## src/rtl/hs_pkg.sv

```systemverilog
package hs_pkg;
  typedef enum logic [2:0] {
    ST_IDLE,
    ST_HI_OFFER,
    ST_HI_STRB,
    ST_HI_HOLD,
    ST_LO_OFFER,
    ST_LO_STRB,
    ST_LO_HOLD
  } hs_state_e;

  function automatic logic st_is_hi(hs_state_e s);
    return (s == ST_HI_OFFER) || (s == ST_HI_STRB) || (s == ST_HI_HOLD);
  endfunction

  function automatic logic st_is_lo(hs_state_e s);
    return (s == ST_LO_OFFER) || (s == ST_LO_STRB) || (s == ST_LO_HOLD);
  endfunction

  function automatic logic st_is_strb(hs_state_e s);
    return (s == ST_HI_STRB) || (s == ST_LO_STRB);
  endfunction
endpackage

```

## src/rtl/hs_result_store.sv

```systemverilog
module hs_result_store #(
  parameter int MAG_W = 12
) (
  input  logic             clk_i,
  input  logic             rst_ni,
  input  logic             vld_i,
  input  logic [MAG_W-1:0] mag_i,
  input  logic             neg_i,
  input  logic             ovr_i,
  input  logic             start_i,
  input  logic             done_i,
  input  logic             busy_i,
  output logic [MAG_W-1:0] act_mag_o,
  output logic             act_neg_o,
  output logic             act_ovr_o,
  output logic             pend_o
);
  localparam int WORD_W = MAG_W + 2;

  logic [WORD_W-1:0] last_q, act_q, in_w;

  assign in_w = {ovr_i, neg_i, mag_i};

  always_ff @(posedge clk_i or negedge rst_ni) begin
    if (!rst_ni) begin
      last_q <= '0;
      act_q  <= '0;
      pend_o <= 1'b0;
    end else begin
      if (vld_i) last_q <= in_w;
      // transfer copy loads only at start; newest result wins
      if (start_i) act_q <= vld_i ? in_w : last_q;
      if (start_i || done_i)    pend_o <= 1'b0;
      else if (vld_i && busy_i) pend_o <= 1'b1;
    end
  end

  assign {act_ovr_o, act_neg_o, act_mag_o} = act_q;

  assert_pend_idle_R9: assert property (@(posedge clk_i) disable iff (!rst_ni)
    (!busy_i && !vld_i) |=> !pend_o);
endmodule

```

## src/rtl/hs_ctrl.sv

```systemverilog
module hs_ctrl
  import hs_pkg::*;
(
  input  logic      clk_i,
  input  logic      rst_ni,
  input  logic      mode_i,
  input  logic      send_i,
  input  logic      vld_i,
  input  logic      pend_i,
  output hs_state_e state_o,
  output logic      start_o,
  output logic      done_o,
  output logic      busy_o
);
  hs_state_e st_q, st_d;
  logic      mode_q, mode_rise;

  assign mode_rise = mode_i && !mode_q;
  assign busy_o    = (st_q != ST_IDLE);
  assign done_o    = (st_q == ST_LO_HOLD) && send_i;

  always_comb begin
    st_d    = st_q;
    start_o = 1'b0;
    unique case (st_q)
      ST_IDLE:     if (mode_rise || (vld_i && mode_i)) start_o = 1'b1;
      ST_HI_OFFER: if (send_i) st_d = ST_HI_STRB;
      ST_HI_STRB:  st_d = ST_HI_HOLD;
      ST_HI_HOLD:  if (send_i) st_d = ST_LO_OFFER;
      ST_LO_OFFER: if (send_i) st_d = ST_LO_STRB;
      ST_LO_STRB:  st_d = ST_LO_HOLD;
      ST_LO_HOLD: begin
        if (send_i) begin
          if (mode_i && (pend_i || vld_i)) start_o = 1'b1;
          else                              st_d = ST_IDLE;
        end
      end
      default:     st_d = ST_IDLE;
    endcase
    if (start_o) st_d = ST_HI_OFFER;
  end

  always_ff @(posedge clk_i or negedge rst_ni) begin
    if (!rst_ni) begin
      st_q   <= ST_IDLE;
      mode_q <= 1'b0;
    end else begin
      st_q   <= st_d;
      mode_q <= mode_i;
    end
  end

  assign state_o = st_q;

  assert_strobe_after_send_R5: assert property (@(posedge clk_i) disable iff (!rst_ni)
    ((st_q == ST_HI_OFFER || st_q == ST_LO_OFFER) && send_i) |=> st_is_strb(st_q));
  assert_hold_while_low_R6: assert property (@(posedge clk_i) disable iff (!rst_ni)
    ((st_q == ST_HI_HOLD) && !send_i) |=> (st_q == ST_HI_HOLD));
  assert_idle_no_start_R10: assert property (@(posedge clk_i) disable iff (!rst_ni)
    ((st_q == ST_IDLE) && !mode_i) |=> (st_q == ST_IDLE));
endmodule

```

## src/rtl/hs_byte_drive.sv

```systemverilog
module hs_byte_drive
  import hs_pkg::*;
#(
  parameter int MAG_W  = 12,
  parameter int BYTE_W = 8
) (
  input  hs_state_e         state_i,
  input  logic [MAG_W-1:0]  mag_i,
  input  logic              neg_i,
  input  logic              ovr_i,
  output logic [BYTE_W-1:0] byte_o,
  output logic              hi_en_no,
  output logic              lo_en_no,
  output logic              load_no
);
  localparam int HI_W = MAG_W - BYTE_W;

  logic [BYTE_W-1:0] hi_byte, lo_byte;

  generate
    for (genvar b = 0; b < BYTE_W; b++) begin : g_hi
      if (b < HI_W) begin : g_mag
        assign hi_byte[b] = mag_i[BYTE_W + b];
      end else if (b == HI_W) begin : g_neg
        assign hi_byte[b] = neg_i;
      end else if (b == HI_W + 1) begin : g_ovr
        assign hi_byte[b] = ovr_i;
      end else begin : g_pad
        assign hi_byte[b] = 1'b0;
      end
    end
  endgenerate

  assign lo_byte  = mag_i[BYTE_W-1:0];
  assign hi_en_no = !st_is_hi(state_i);
  assign lo_en_no = !st_is_lo(state_i);
  assign load_no  = !st_is_strb(state_i);

  always_comb begin
    if (st_is_hi(state_i))      byte_o = hi_byte;
    else if (st_is_lo(state_i)) byte_o = lo_byte;
    else                        byte_o = '0;
  end
endmodule

```

## src/rtl/byte_handshake_seq.sv

```systemverilog
module byte_handshake_seq
  import hs_pkg::*;
#(
  parameter int MAG_W  = 12,
  parameter int BYTE_W = 8
) (
  input  logic              clk_i,
  input  logic              rst_ni,
  input  logic [MAG_W-1:0]  res_mag_i,
  input  logic              res_neg_i,
  input  logic              res_ovr_i,
  input  logic              res_vld_i,
  input  logic              mode_i,
  input  logic              send_i,
  output logic [BYTE_W-1:0] byte_o,
  output logic              hi_en_no,
  output logic              lo_en_no,
  output logic              load_no
);
  hs_state_e        state;
  logic             start, done, busy, pend;
  logic [MAG_W-1:0] act_mag;
  logic             act_neg, act_ovr;

  hs_ctrl u_ctrl (
    .clk_i  (clk_i),
    .rst_ni (rst_ni),
    .mode_i (mode_i),
    .send_i (send_i),
    .vld_i  (res_vld_i),
    .pend_i (pend),
    .state_o(state),
    .start_o(start),
    .done_o (done),
    .busy_o (busy)
  );

  hs_result_store #(.MAG_W(MAG_W)) u_store (
    .clk_i    (clk_i),
    .rst_ni   (rst_ni),
    .vld_i    (res_vld_i),
    .mag_i    (res_mag_i),
    .neg_i    (res_neg_i),
    .ovr_i    (res_ovr_i),
    .start_i  (start),
    .done_i   (done),
    .busy_i   (busy),
    .act_mag_o(act_mag),
    .act_neg_o(act_neg),
    .act_ovr_o(act_ovr),
    .pend_o   (pend)
  );

  hs_byte_drive #(.MAG_W(MAG_W), .BYTE_W(BYTE_W)) u_drive (
    .state_i (state),
    .mag_i   (act_mag),
    .neg_i   (act_neg),
    .ovr_i   (act_ovr),
    .byte_o  (byte_o),
    .hi_en_no(hi_en_no),
    .lo_en_no(lo_en_no),
    .load_no (load_no)
  );

  assert_one_enable_R2: assert property (@(posedge clk_i) disable iff (!rst_ni)
    !(!hi_en_no && !lo_en_no));
  assert_lo_after_hi_R2: assert property (@(posedge clk_i) disable iff (!rst_ni)
    $fell(lo_en_no) |-> $past(!hi_en_no));
  assert_strobe_needs_enable_R5: assert property (@(posedge clk_i) disable iff (!rst_ni)
    !load_no |-> (!hi_en_no || !lo_en_no));
  assert_strobe_single_R5: assert property (@(posedge clk_i) disable iff (!rst_ni)
    !load_no |=> load_no);
  assert_strobe_after_send_R5: assert property (@(posedge clk_i) disable iff (!rst_ni)
    $fell(load_no) |-> $past(send_i));
  assert_hi_stable_R6: assert property (@(posedge clk_i) disable iff (!rst_ni)
    (!hi_en_no && $past(!hi_en_no)) |-> (byte_o == $past(byte_o)));
  assert_lo_stable_R7: assert property (@(posedge clk_i) disable iff (!rst_ni)
    (!lo_en_no && $past(!lo_en_no)) |-> (byte_o == $past(byte_o)));
  assert_bus_parked_R8: assert property (@(posedge clk_i) disable iff (!rst_ni)
    (hi_en_no && lo_en_no) |-> (byte_o == '0));
endmodule

```

## config.mk

```make
export PLATFORM = sky130hd
export DESIGN_NAME = byte_handshake_seq
export DESIGN_NICKNAME = d
export VERILOG_FILES = /design/src/rtl/hs_pkg.sv /design/src/rtl/hs_result_store.sv /design/src/rtl/hs_ctrl.sv /design/src/rtl/hs_byte_drive.sv /design/src/rtl/byte_handshake_seq.sv
export SDC_FILE = /design/constraint.sdc
export NUM_CORES = 1
export LEC_CHECK = 0
export BUFFER_PORTS_ARGS = -buffer_cell sky130_fd_sc_hd__buf_2
export CAP_MARGIN = 10
export CORE_MARGIN = 1.5
export CORE_UTILIZATION = 57
export CTS_CLUSTER_DIAMETER = 120
export DETAILED_ROUTE_END_ITERATION = 6
export PLACE_DENSITY = 0.89
export SYNTH_ARGS = -nofsm -noshare
export SYNTH_HDL_FRONTEND = slang
export SYNTH_SLANG_ARGS = --single-unit
export TNS_END_PERCENT = 20
```

## constraint.sdc

```tcl
create_clock -name clk_i -period 3.6 [get_ports clk_i]
set_input_delay 0.18 -clock clk_i [delete_from_list [all_inputs] [get_ports clk_i]]
set_output_delay 0.18 -clock clk_i [all_outputs]
set_load 0.05 [all_outputs]
```

==> impl_results.md, run 1 <==
- Core ar.: 2430 um2
- Ant. Diodes: 0
- GPL Wtd Cong: 0.710
- Critical Path Start Type: flop
- Clk network pwr share: 21.3%
- RSZ-0062 raised after global routing: no
- DIE WIDTH: 53.3 um
- Vias per inst: 5.50
- Reg-to-reg critical path startpoint: u_ctrl.state_o[1]
- Int Pwr: 917 uW
- Final Total Pwr: 1580 uW
- Final setup TNS: 0 ns
- CP cell instances: nand2_1 -> and2_0 -> a22o_1 -> buf_2
- Post-Route WL: 2.55 mm
- Max Freq: 471 MHz
- Wirelength per Cell: 14.8 um
- Sequential fraction of the synthesis area: 57.3%
- Total gr overflow: 0
- Peak VDD IR: 729 uV
- # nets final: 160
- Crit path max fanout: 13
- Most frequent cells in the layout: dfrtp_1, buf_2, mux2_2
- Num CTS Buffers: 5
- Hpwl dp: 1.81 mm
- Hold_buf cts: 2
- Reg area: 826 um2
- Vias in the first global route: 907
- Crit-path slowest cell: dfrtp_1
- GRT Total Usage: 21.9%
- Die footprint: 2840 um2
- Worst Path Required: 3.42 ns
- Outcome: finished, final reports clean
- Clock Skew: 0.00825 ns
- Maximum capacitance violations: 0
- Distinct cells, synth: 24
- Initial DRC count: 18
- Avg Cell Area, Syn: 13.0 um2
- Final Max Tran Viols: 0
- Rows: 18
- Bufs on Longest Clock Path: 2
- Crit path time final: 2.12 ns
- Area occupied by multi-input gates: 562 um2
- Synth Register Bits: 33
- Combinational power share: 41.2%
- Global-route wire length before repair: 4.14 mm
- LEAKAGE: 0.000803 uW
- Top cells by area, synth: dfrtp_1, mux2_2, mux2_1, a22o_1, o41ai_4
- Post-route ant nets: 0
- IO Pins: 30
- Syn Inst Count: 111
- Clk pin slew, worst setup/hold paths: 0.10 ns
- Sequential Power Share: 37.5%
- CTS root buffer: clkbuf_4
- Initial core utilization: 59.3%
- Die height: 53.3 um
- CP Launch Point: u_ctrl.state_o[1]
- Yosys top cell area share: 57.3%
- PostCTS Resize Cnt: 0
- Cell taking the most area after synthesis: dfrtp_1
- Mapped Area: 1440 um2
- Postcts setup bufs: 0
- Clk_lat worst skew: 0.33 ns
- PortBufs: 29
- Largest net degree at the start of global routing: 34
- Total iterations of the first detailed-routing run: 4
- Most common cell after layout, fill and taps aside: dfrtp_1
- Net switching power: 661 uW
- Family with the most delay on the worst path: flip-flops
- Fill cell count: 173
- Headroom to the max-slew limit: 34.0%
- # clock sinks: 33
- Worst slack, placed: 1.40 ns
- Final period utilization: 59.0%
- CTS tree: built
- DRC errors left: 0
- Sw frac: 41.9%
- Initial antenna violation count: 0
- Final worst setup slack: 1.48 ns
- Buf+Inv Stages, Crit Path: 1
- Syn nets: 130
- Synth warn: 0
- Critical Path End Type: output port
- Slowest cell delay on critical path: 0.62 ns
- Core Util, Final: 70.1%
- DR vias: 946
- Data arrival, critical path: 1.94 ns
- CTS H-tree depth: 2
- Worst min-delay path class: in -> reg
- Count of final hold-check violations: 0
- Area grow syn2layout: 18.2%
- Fraction of layout cells with a size suffix above 1: 41.5%
- Hold Crit Start: res_mag_i[6]
- Worst Path Class, Setup: reg -> out
- Final setup vio count: 0
- Least-Margin Pin Slew: 0.987 ns
- Pwr/cell area: 926 nW/um2
[power groups by stage]
stage / clock, uW / sequential, uW / combinational, uW
floorplan: 0 / 541 / 569
global placement: 0 / 588 / 633
detailed placement: 0 / 599 / 653
CTS: 344 / 590 / 656
global route: 362 / 611 / 697
finish: 337 / 591 / 650
[layout make-up]
type                    instances  share of cell area, %
flip-flops and latches         33                   48.5
clock inverters                 3                   3.82
repair buffers                 31                   9.69
clock buffers                   5                   2.20
well taps                      30                   2.20
inverters                       3                  0.661
multi-input cells              67                   33.0
[registers in the layout, summed over array words and instances (netlist names)]
register and flops:
u_store.last_q 14, u_store.pend_o 1, u_ctrl.state_o 3, u_store.act_q 14, u_ctrl.mode_q 1
[path summary, 6_finish.rpt]
check	endpoint	slack, ns	cells past startpoint
worst max register to register	u_store.act_q[0]	1.56	2
worst min-delay path	u_store.last_q[6]	0.09	2
worst min register to register	u_store.act_q[10]	0.49	1
worst max-delay path	byte_o[2]	1.48	4
min in group asynchronous	u_ctrl.mode_q	0.43	2
max in group asynchronous	u_store.act_q[10]	2.71	2
[routing by layer]
layer	GRT usage (%)	vias up	routed length [um]
li1	-	453	-
met1	27.7	467	1140
met2	31.9	21	1240
met3	6.50	5	106
met4	15.4	0	61
met5	0	-	0
[cell families after synthesis]
kind of cell / Yosys count / share of synthesized area, %
and+or+nand+nor: 24 / 8.33
buffers and inverters: 11 / 3.73
muxes: 28 / 21.9
DFF: 33 / 57.3
AOI/OAI and AO/OA: 15 / 8.77
[metrics by stage]
step / std cells / instance area, um2 / hold slack [ns]
final: 172 / 1700 / 0.0878
after global routing: 172 / 1700 / 0.0666
after CTS: 172 / 1700 / 0.0723
after detailed placement: 162 / 1580 / 0.271
after global placement: 162 / 1580 / 0.260
after floorplan: 111 / 1440 / -0.116
[synthesized netlist by cell type]
library cell and count:
clkbuf_2 1, nor2b_1 1, nand3_1 1, o41ai_4 1, nor2_1 7, or3_4 1
mux2_1 9, a222oi_1 1, dfrtp_1 33, nand2_2 1, and3_1 2, nand2b_1 1
clkbuf_1 3, nand2_1 4, mux2_2 19, a31oi_1 1, a22o_1 6, o21ai_0 4
buf_6 1, a21oi_1 2, and2_0 1, buf_2 3, inv_1 3, nor3_1 5
No activity file was read; power rests on OpenSTA's default activity.
==> run 2, diff against run 1 <==
--- a/config.mk
+++ b/config.mk
@@ -5,13 +5,14 @@
 export SDC_FILE = /design/constraint.sdc
 export NUM_CORES = 1
 export LEC_CHECK = 0
+export ABC_AREA = 1
 export BUFFER_PORTS_ARGS = -buffer_cell sky130_fd_sc_hd__buf_2
 export CAP_MARGIN = 10
 export CORE_MARGIN = 1.5
-export CORE_UTILIZATION = 57
+export CORE_UTILIZATION = 48
 export CTS_CLUSTER_DIAMETER = 120
 export DETAILED_ROUTE_END_ITERATION = 6
-export PLACE_DENSITY = 0.89
+export PLACE_DENSITY = 0.8
 export SYNTH_ARGS = -nofsm -noshare
 export SYNTH_HDL_FRONTEND = slang
 export SYNTH_SLANG_ARGS = --single-unit
==> constraint.sdc (replaced) <==
create_clock -name clk_i -period 1.8 [get_ports clk_i]
set_input_delay 0.09 -clock clk_i [delete_from_list [all_inputs] [get_ports clk_i]]
set_output_delay 0.09 -clock clk_i [all_outputs]
set_load 0.05 [all_outputs]
==> impl_results.md, run 2 <==
- Outcome: finished, final reports clean
- Top cells by area, synth: dfrtp_1, nand2_1, o21ai_2, inv_1, nand2_2
- Cell taking the most area after synthesis: dfrtp_1
- Sequential fraction of the synthesis area: 53.7% (-3.6 points)
- Die footprint: 3560 um2 (+25%)
- DRC errors left: 0 (unchanged)
- Final period utilization: 93.9%
- Vias in the first global route: 1255 (+38%)
- Initial DRC count: 35 (+17)
- CTS root buffer: clkbuf_4
- Num CTS Buffers: 5 (unchanged)
- Total gr overflow: 0 (unchanged)
- Most common cell after layout, fill and taps aside: nand2_1
- Max Freq: 592 MHz
- Worst Path Required: 1.71 ns (-1.71 ns)
- Most frequent cells in the layout: nand2_1, dfrtp_1, buf_2
- LEAKAGE: 0.000998 uW (+24%)
- Crit path time final: 1.69 ns
- Core ar.: 3050 um2 (+26%)
- Least-Margin Pin Slew: 0.721 ns (-0.265 ns)
- Synth Register Bits: 33 (unchanged)
- Initial antenna violation count: 0 (unchanged)
- Initial core utilization: 50.4% (-8.8 points)
- DIE WIDTH: 59.6 um (+12%)
- Distinct cells, synth: 21 (-13%)
- Critical Path Start Type: flop
- CTS tree: built
- Hpwl dp: 1.98 mm (+9.4%)
- PortBufs: 29 (unchanged)
- CTS H-tree depth: 2 (unchanged)
- Yosys top cell area share: 53.7% (-3.6 points)
- Worst min-delay path class: in -> reg
- Hold Crit Start: res_ovr_i
- Core Util, Final: 63.0% (-7.1 points)
- CP Launch Point: u_ctrl.state_o[2]
- Count of final hold-check violations: 0 (unchanged)
- Final Max Tran Viols: 0 (unchanged)
- Area occupied by multi-input gates: 568 um2 (+1.1%)
- Global-route wire length before repair: 5.42 mm (+31%)
- Avg Cell Area, Syn: 8.55 um2 (-34%)
- Wirelength per Cell: 11.6 um (-22%)
- Reg-to-reg critical path startpoint: u_ctrl.state_o[0]
- Headroom to the max-slew limit: 51.9% (+18 points)
- Area grow syn2layout: 24.9%
- Die height: 59.6 um (+12%)
- Clk_lat worst skew: 0.33 ns (about the same)
- Final setup TNS: 0 ns (unchanged)
- Final worst setup slack: 0.110 ns (-1.37 ns)
- Syn Inst Count: 180 (+62%)
- Rows: 20 (+2)
- Largest net degree at the start of global routing: 34 (unchanged)
- Bufs on Longest Clock Path: 2 (unchanged)
- Ys async rst share: 100% (unchanged)
- Synth top cells by count: nand2_1, dfrtp_1, inv_1
- Crit-path slowest cell: dfrtp_2
- Syn nets: 199 (+53%)
- # clock sinks: 33 (unchanged)
- Worst Path Class, Setup: reg -> out
- # nets final: 245 (+53%)
- CP cell instances: inv_1 -> nand2_2 -> o22ai_1 -> clkbuf_4
- Data arrival, critical path: 1.60 ns (-0.34 ns)
- Family with the most delay on the worst path: flip-flops
- Clock Skew: 0.00731 ns (-0.000943 ns)
- Post-route ant nets: 0 (unchanged)
- Reg area: 828 um2 (+0.30%)
- Crit path max fanout: 8 (-5)
- Pwr/cell area: 1510 nW/um2 (+63%)
- DR vias: 1246 (+32%)
- Vias per inst: 4.61 (-16%)
- Ant. Diodes: 0 (unchanged)
- Worst slack, placed: 0.403 ns (-0.993 ns)
- IO Pins: 30 (unchanged)
- Mapped Area: 1540 um2 (+6.8%)
- Total iterations of the first detailed-routing run: 4 (unchanged)
- WHS: 0.0122 ns (-0.0757 ns)
- Buf+Inv Stages, Crit Path: 2 (+1)
- Postcts setup bufs: 0 (unchanged)
- GPL Wtd Cong: 0.853 (+20%)
- Critical Path End Type: output port
- Final setup vio count: 0 (unchanged)
- Peak VDD IR: 834 uV (+14%)
- Maximum capacitance violations: 0 (unchanged)
- Most used DFF post-synth: dfrtp_1
- Fill cell count: 274 (+58%)
- GRT Total Usage: 21.3% (-0.61 points)
- Most frequent cell after synthesis: nand2_1
- Clk pin slew, worst setup/hold paths: 0.10 ns (about the same)
- Synth warn: 0 (unchanged)
- Post-synth EDFFs: 0 (unchanged)
- Slowest cell delay on critical path: 0.49 ns (-0.13 ns)
- Fraction of layout cells with a size suffix above 1: 27.9% (-14 points)
- Post-Route WL: 3.13 mm (+23%)
-- run 2: cell types whose count changed after synthesis, moves of 4 or more --
cell	change
a22o_1	-6
nand3_1	+4
nand2_1	+63
o21ai_2	+11
mux2_1	-9
nor3_1	-4
nand2_2	+6
mux2_2	-19
inv_1	+16
o22ai_1	+6
-- run 2: cells by family after synthesis --
| logic type | share of synthesized area, % |
|---|---|
| buffers and inverters | 10.1 |
| and+or+nand+nor | 24.4 |
| xor gates and xnor gates | 0.569 |
| AOI/OAI and AO/OA | 11.3 |
| DFF | 53.7 |
-- run 2: final timing paths --
kind / depth (start not counted) / end / slack (ns)
setup / recovery: 4 / byte_o[5] / 0.11
hold / removal: 3 / u_store.last_q[13] / 0.01
setup reg to reg: 8 / u_store.act_q[8] / 0.39
hold reg to reg: 2 / u_store.last_q[7] / 0.48
max in group asynchronous: 2 / u_ctrl.state_o[2] / 0.96
min in group asynchronous: 2 / u_store.last_q[10] / 0.34
-- run 2: where the power goes --
part | total (uW) | switching (uW) | internal [uW]
sequential | 1060 | 103 | 953
clock | 420 | 235 | 184
combinational | 1430 | 999 | 434
-- run 2: routing by layer --
metal  vias up  wire (um)  track usage (%)
li1        645          -                -
met1       558       1440             26.4
met2        33       1440             33.6
met3        10        164             6.99
met4         0         85             10.2
met5         -          0                0
-- run 2: stage by stage --
stage	instance area [um2]	power [uW]	std cells
6_report	1920	2910	270
5_1_grt	1920	3110	270
4_1_cts	1900	2890	270
3_5_place_dp	1690	2420	248
3_3_place_gp	1690	2390	248
2_1_floorplan	1540	2180	180
-- run 2: timing repair --
item                                    4_1_cts  5_1_grt
endpoints found under the setup margin        0        6
resized for setup                             0        8
endpoints found under the hold margin        47        0
hold buffers                                 15        0
-- run 2: area by class of cell --
class | instances | share of cell area, %
Tap cell | 44 | 2.86
Clock buffer | 7 | 2.86
Timing Repair Buffer | 46 | 17.3
Inverter | 22 | 4.30
Sequential cell | 33 | 43.1
Multi-Input combinational cell | 118 | 29.6
-- run 2: worst reg2reg max path, stage by stage, from the launching register on --
cell	delay, ns
dfrtp_1	0.44
inv_2	0.14
nand2_2	0.08
nor2_1	0.13
nand2_1	0.08
nand2_2	0.11
buf_12	0.20
nand2_1	0.07
o21ai_0	0.07
==> run 3, diff against run 2 <==
--- a/config.mk
+++ b/config.mk
@@ -9,10 +9,10 @@
 export BUFFER_PORTS_ARGS = -buffer_cell sky130_fd_sc_hd__buf_2
 export CAP_MARGIN = 10
 export CORE_MARGIN = 1.5
-export CORE_UTILIZATION = 48
+export CORE_UTILIZATION = 45
 export CTS_CLUSTER_DIAMETER = 120
 export DETAILED_ROUTE_END_ITERATION = 6
-export PLACE_DENSITY = 0.8
+export PLACE_DENSITY = 0.76
 export SYNTH_ARGS = -nofsm -noshare
 export SYNTH_HDL_FRONTEND = slang
 export SYNTH_SLANG_ARGS = --single-unit
==> impl_results.md, run 3 (synthesized netlist as in run 2, its figures left out) <==
- CTS root buffer: clkbuf_4
- Critical Path Start Type: flop
- CTS H-tree depth: 2 (unchanged)
- Wire length on met3: 114 um (-30%)
- Sequential Power Share: 36.6% (+0.3 points)
- Headroom to the max-slew limit: 52.3% (+0.41 points)
- # nets final: 240 (-2.0%)
- PortBufs: 29 (unchanged)
- Final period utilization: 93.8% (about the same)
- Wirelength per Cell: 11.0 um (-5.2%)
- Final Cell Area: 1870 um2 (-2.5%)
- Placed Cells: 249 (+0.40%)
- Finished Layout Cells: 267 (-1.1%)
- Max Freq: 592 MHz (about the same)
- Critical Path End Type: output port
- Final Max Tran Viols: 0 (unchanged)
- Post-route ant nets: 0 (unchanged)
- Crit path time final: 1.69 ns (-0.00112 ns)
- Routed metal-1 wirelength: 1.39 mm (-2.9%)
- Core ar.: 3310 um2 (+8.4%)
- Vias in the first global route: 1051 (-16%)
- Die height: 61.5 um (+3.1%)
- Combinational power share: 49.0% (-0.3 points)
- Worst min-delay path class: in -> reg
- Maximum capacitance violations: 0 (unchanged)
- Peak VDD IR: 617 uV (-26%)
- Hpwl dp: 1.99 mm (+0.84%)
- Crit-path slowest cell: dfrtp_1
- Most frequent cells in the layout: nand2_1, dfrtp_1, buf_2
- Core Util, Final: 56.6% (-6.3 points)
- Post-Route WL: 2.93 mm (-6.3%)
- Total gr overflow: 0 (unchanged)
- Top Metal Used: met4
- Worst Path Class, Setup: reg -> out
- Crit path max fanout: 7 (-1)
- Net switching power: 1310 uW (-2.2%)
- Die footprint: 3780 um2 (+6.3%)
- Initial antenna violation count: 0 (unchanged)
- Count of final hold-check violations: 0 (unchanged)
- Pwr/cell area: 1530 nW/um2 (+1.1%)
- Worst Path Required: 1.71 ns (about the same)
- CP most frequent cell: nand2_2
- Bufs on Longest Clock Path: 2 (unchanged)
- DIE WIDTH: 61.5 um (+3.1%)
- Sw frac: 45.6% (-0.38 points)
- Clock Skew: 0.00275 ns (-0.00456 ns)
- Outcome: finished, final reports clean
- Clk network pwr share: 14.4% (about the same)
- Rows: 21 (+5.0%)
- Ant. Diodes: 0 (unchanged)
- Int Pwr: 1560 uW (-0.68%)
- Initial DRC count: 30 (-14%)
- GRT Total Usage: 17.6% (-3.7 points)
- CTS tree: built
- DRC errors left: 0 (unchanged)
- RSZ-0062 raised after global routing: no
- Clk_lat worst skew: 0.32 ns (about the same)
- Met2 wire length: 1.36 mm (-5.5%)
- # clock sinks: 33 (unchanged)
- Clk pin slew, worst setup/hold paths: 0.09 ns (about the same)
- Final setup vio count: 0 (unchanged)
- DR vias: 1219 (-2.2%)
- Area grow syn2layout: 21.8%
- Final setup TNS: 0 ns (unchanged)
- Slowest cell delay on critical path: 0.47 ns (-0.02 ns)
- Placed cell area: 1690 um2 (-0.30%)
- Num CTS Buffers: 5 (unchanged)
- Global-route wire length before repair: 4.64 mm (-14%)
- Data arrival, critical path: 1.60 ns (about the same)
- Initial core utilization: 46.5% (-3.9 points)
- Vias per inst: 4.57 (-1.1%)
- GPL Wtd Cong: 0.738 (-13%)
- WHS: 0.0118 ns (-0.000349 ns)
- Postcts setup bufs: 0 (unchanged)
- Largest net degree at the start of global routing: 34 (unchanged)
- Fraction of layout cells with a size suffix above 1: 27.6% (-0.27 points)
- Least-Margin Pin Slew: 0.715 ns (-0.00609 ns)
- Hold Path Stages: 3 (unchanged)
- Total iterations of the first detailed-routing run: 4 (unchanged)
- FF-to-FF path depth: 6 (-2)
- LEAKAGE: 0.000979 uW (-1.9%)
- IO Pins: 30 (unchanged)
- Most common cell after layout, fill and taps aside: nand2_1
- CP cell instances: inv_2 -> nand2_2 -> nand2_2 -> o22ai_1 -> clkbuf_4
[run 3: cell count changes in the layout (fill, tap and decap cells not counted), sizes merged]
| cell | change |
|---|---|
| dlygate4sd3 | -4 |
| buf | -1 |
[run 3: power by group through the flow]
stage	sequential, uW	clock [uW]	combinational (uW)
after floorplan	1030	0	1150
after global placement	1050	0	1330
after detailed placement	1060	0	1360
after CTS	1050	428	1380
after global routing	1070	463	1560
final	1050	413	1400
[run 3: path summary, 6_finish.rpt]
check | start | endpoint | slack, ns
setup / recovery | u_ctrl.state_o[1] | byte_o[5] | 0.11
hold / removal | res_mag_i[10] | u_store.last_q[10] | 0.01
setup reg to reg | u_ctrl.state_o[2] | u_store.act_q[6] | 0.36
hold reg to reg | u_store.last_q[3] | u_store.last_q[3] | 0.48
max in group asynchronous | rst_ni | u_store.act_q[1] | 0.99
min in group asynchronous | rst_ni | u_store.last_q[6] | 0.35
[run 3: metal layers]
layer	GRT usage (%)	vias up
met1	23.3	550
li1	-	639
met2	25.9	25
met4	10.0	0
met3	4.83	5
met5	0	-
[run 3: layout make-up]
type                       count  area [um2]
clock buffer                   7        55.1
inverter                      22        82.6
tap                           46        57.6
sequential                    33         826
timing repair buffer          41         285
multi-input combinational    118         568
fill                         304        1440
[run 3: worst max-delay path, delay by kind of cell, from the launching register on]
family | cells | cell delay (ns)
flip-flops | 1 | 0.47
AND/OR/NAND/NOR | 2 | 0.22
AO/OA/AOI/OAI | 1 | 0.22
buffers and inverters | 2 | 0.36
[run 3: repair_timing]
| item | 4_1_cts | 5_1_grt |
|---|---|---|
| gates resized for setup | 0 | 7 |
| hold endpoints to repair | 43 | 0 |
| setup endpoints to repair | 0 | 6 |
| hold buffers | 11 | 0 |
[run 3: metrics by stage]
| step | total power, uW | worst slack (ns) |
|---|---|---|
| after floorplan | 2180 | -0.192 |
| after global placement | 2390 | 0.391 |
| after detailed placement | 2420 | 0.399 |
| after CTS | 2850 | 0.0203 |
| after global routing | 3100 | 0.00183 |
| final | 2870 | 0.111 |
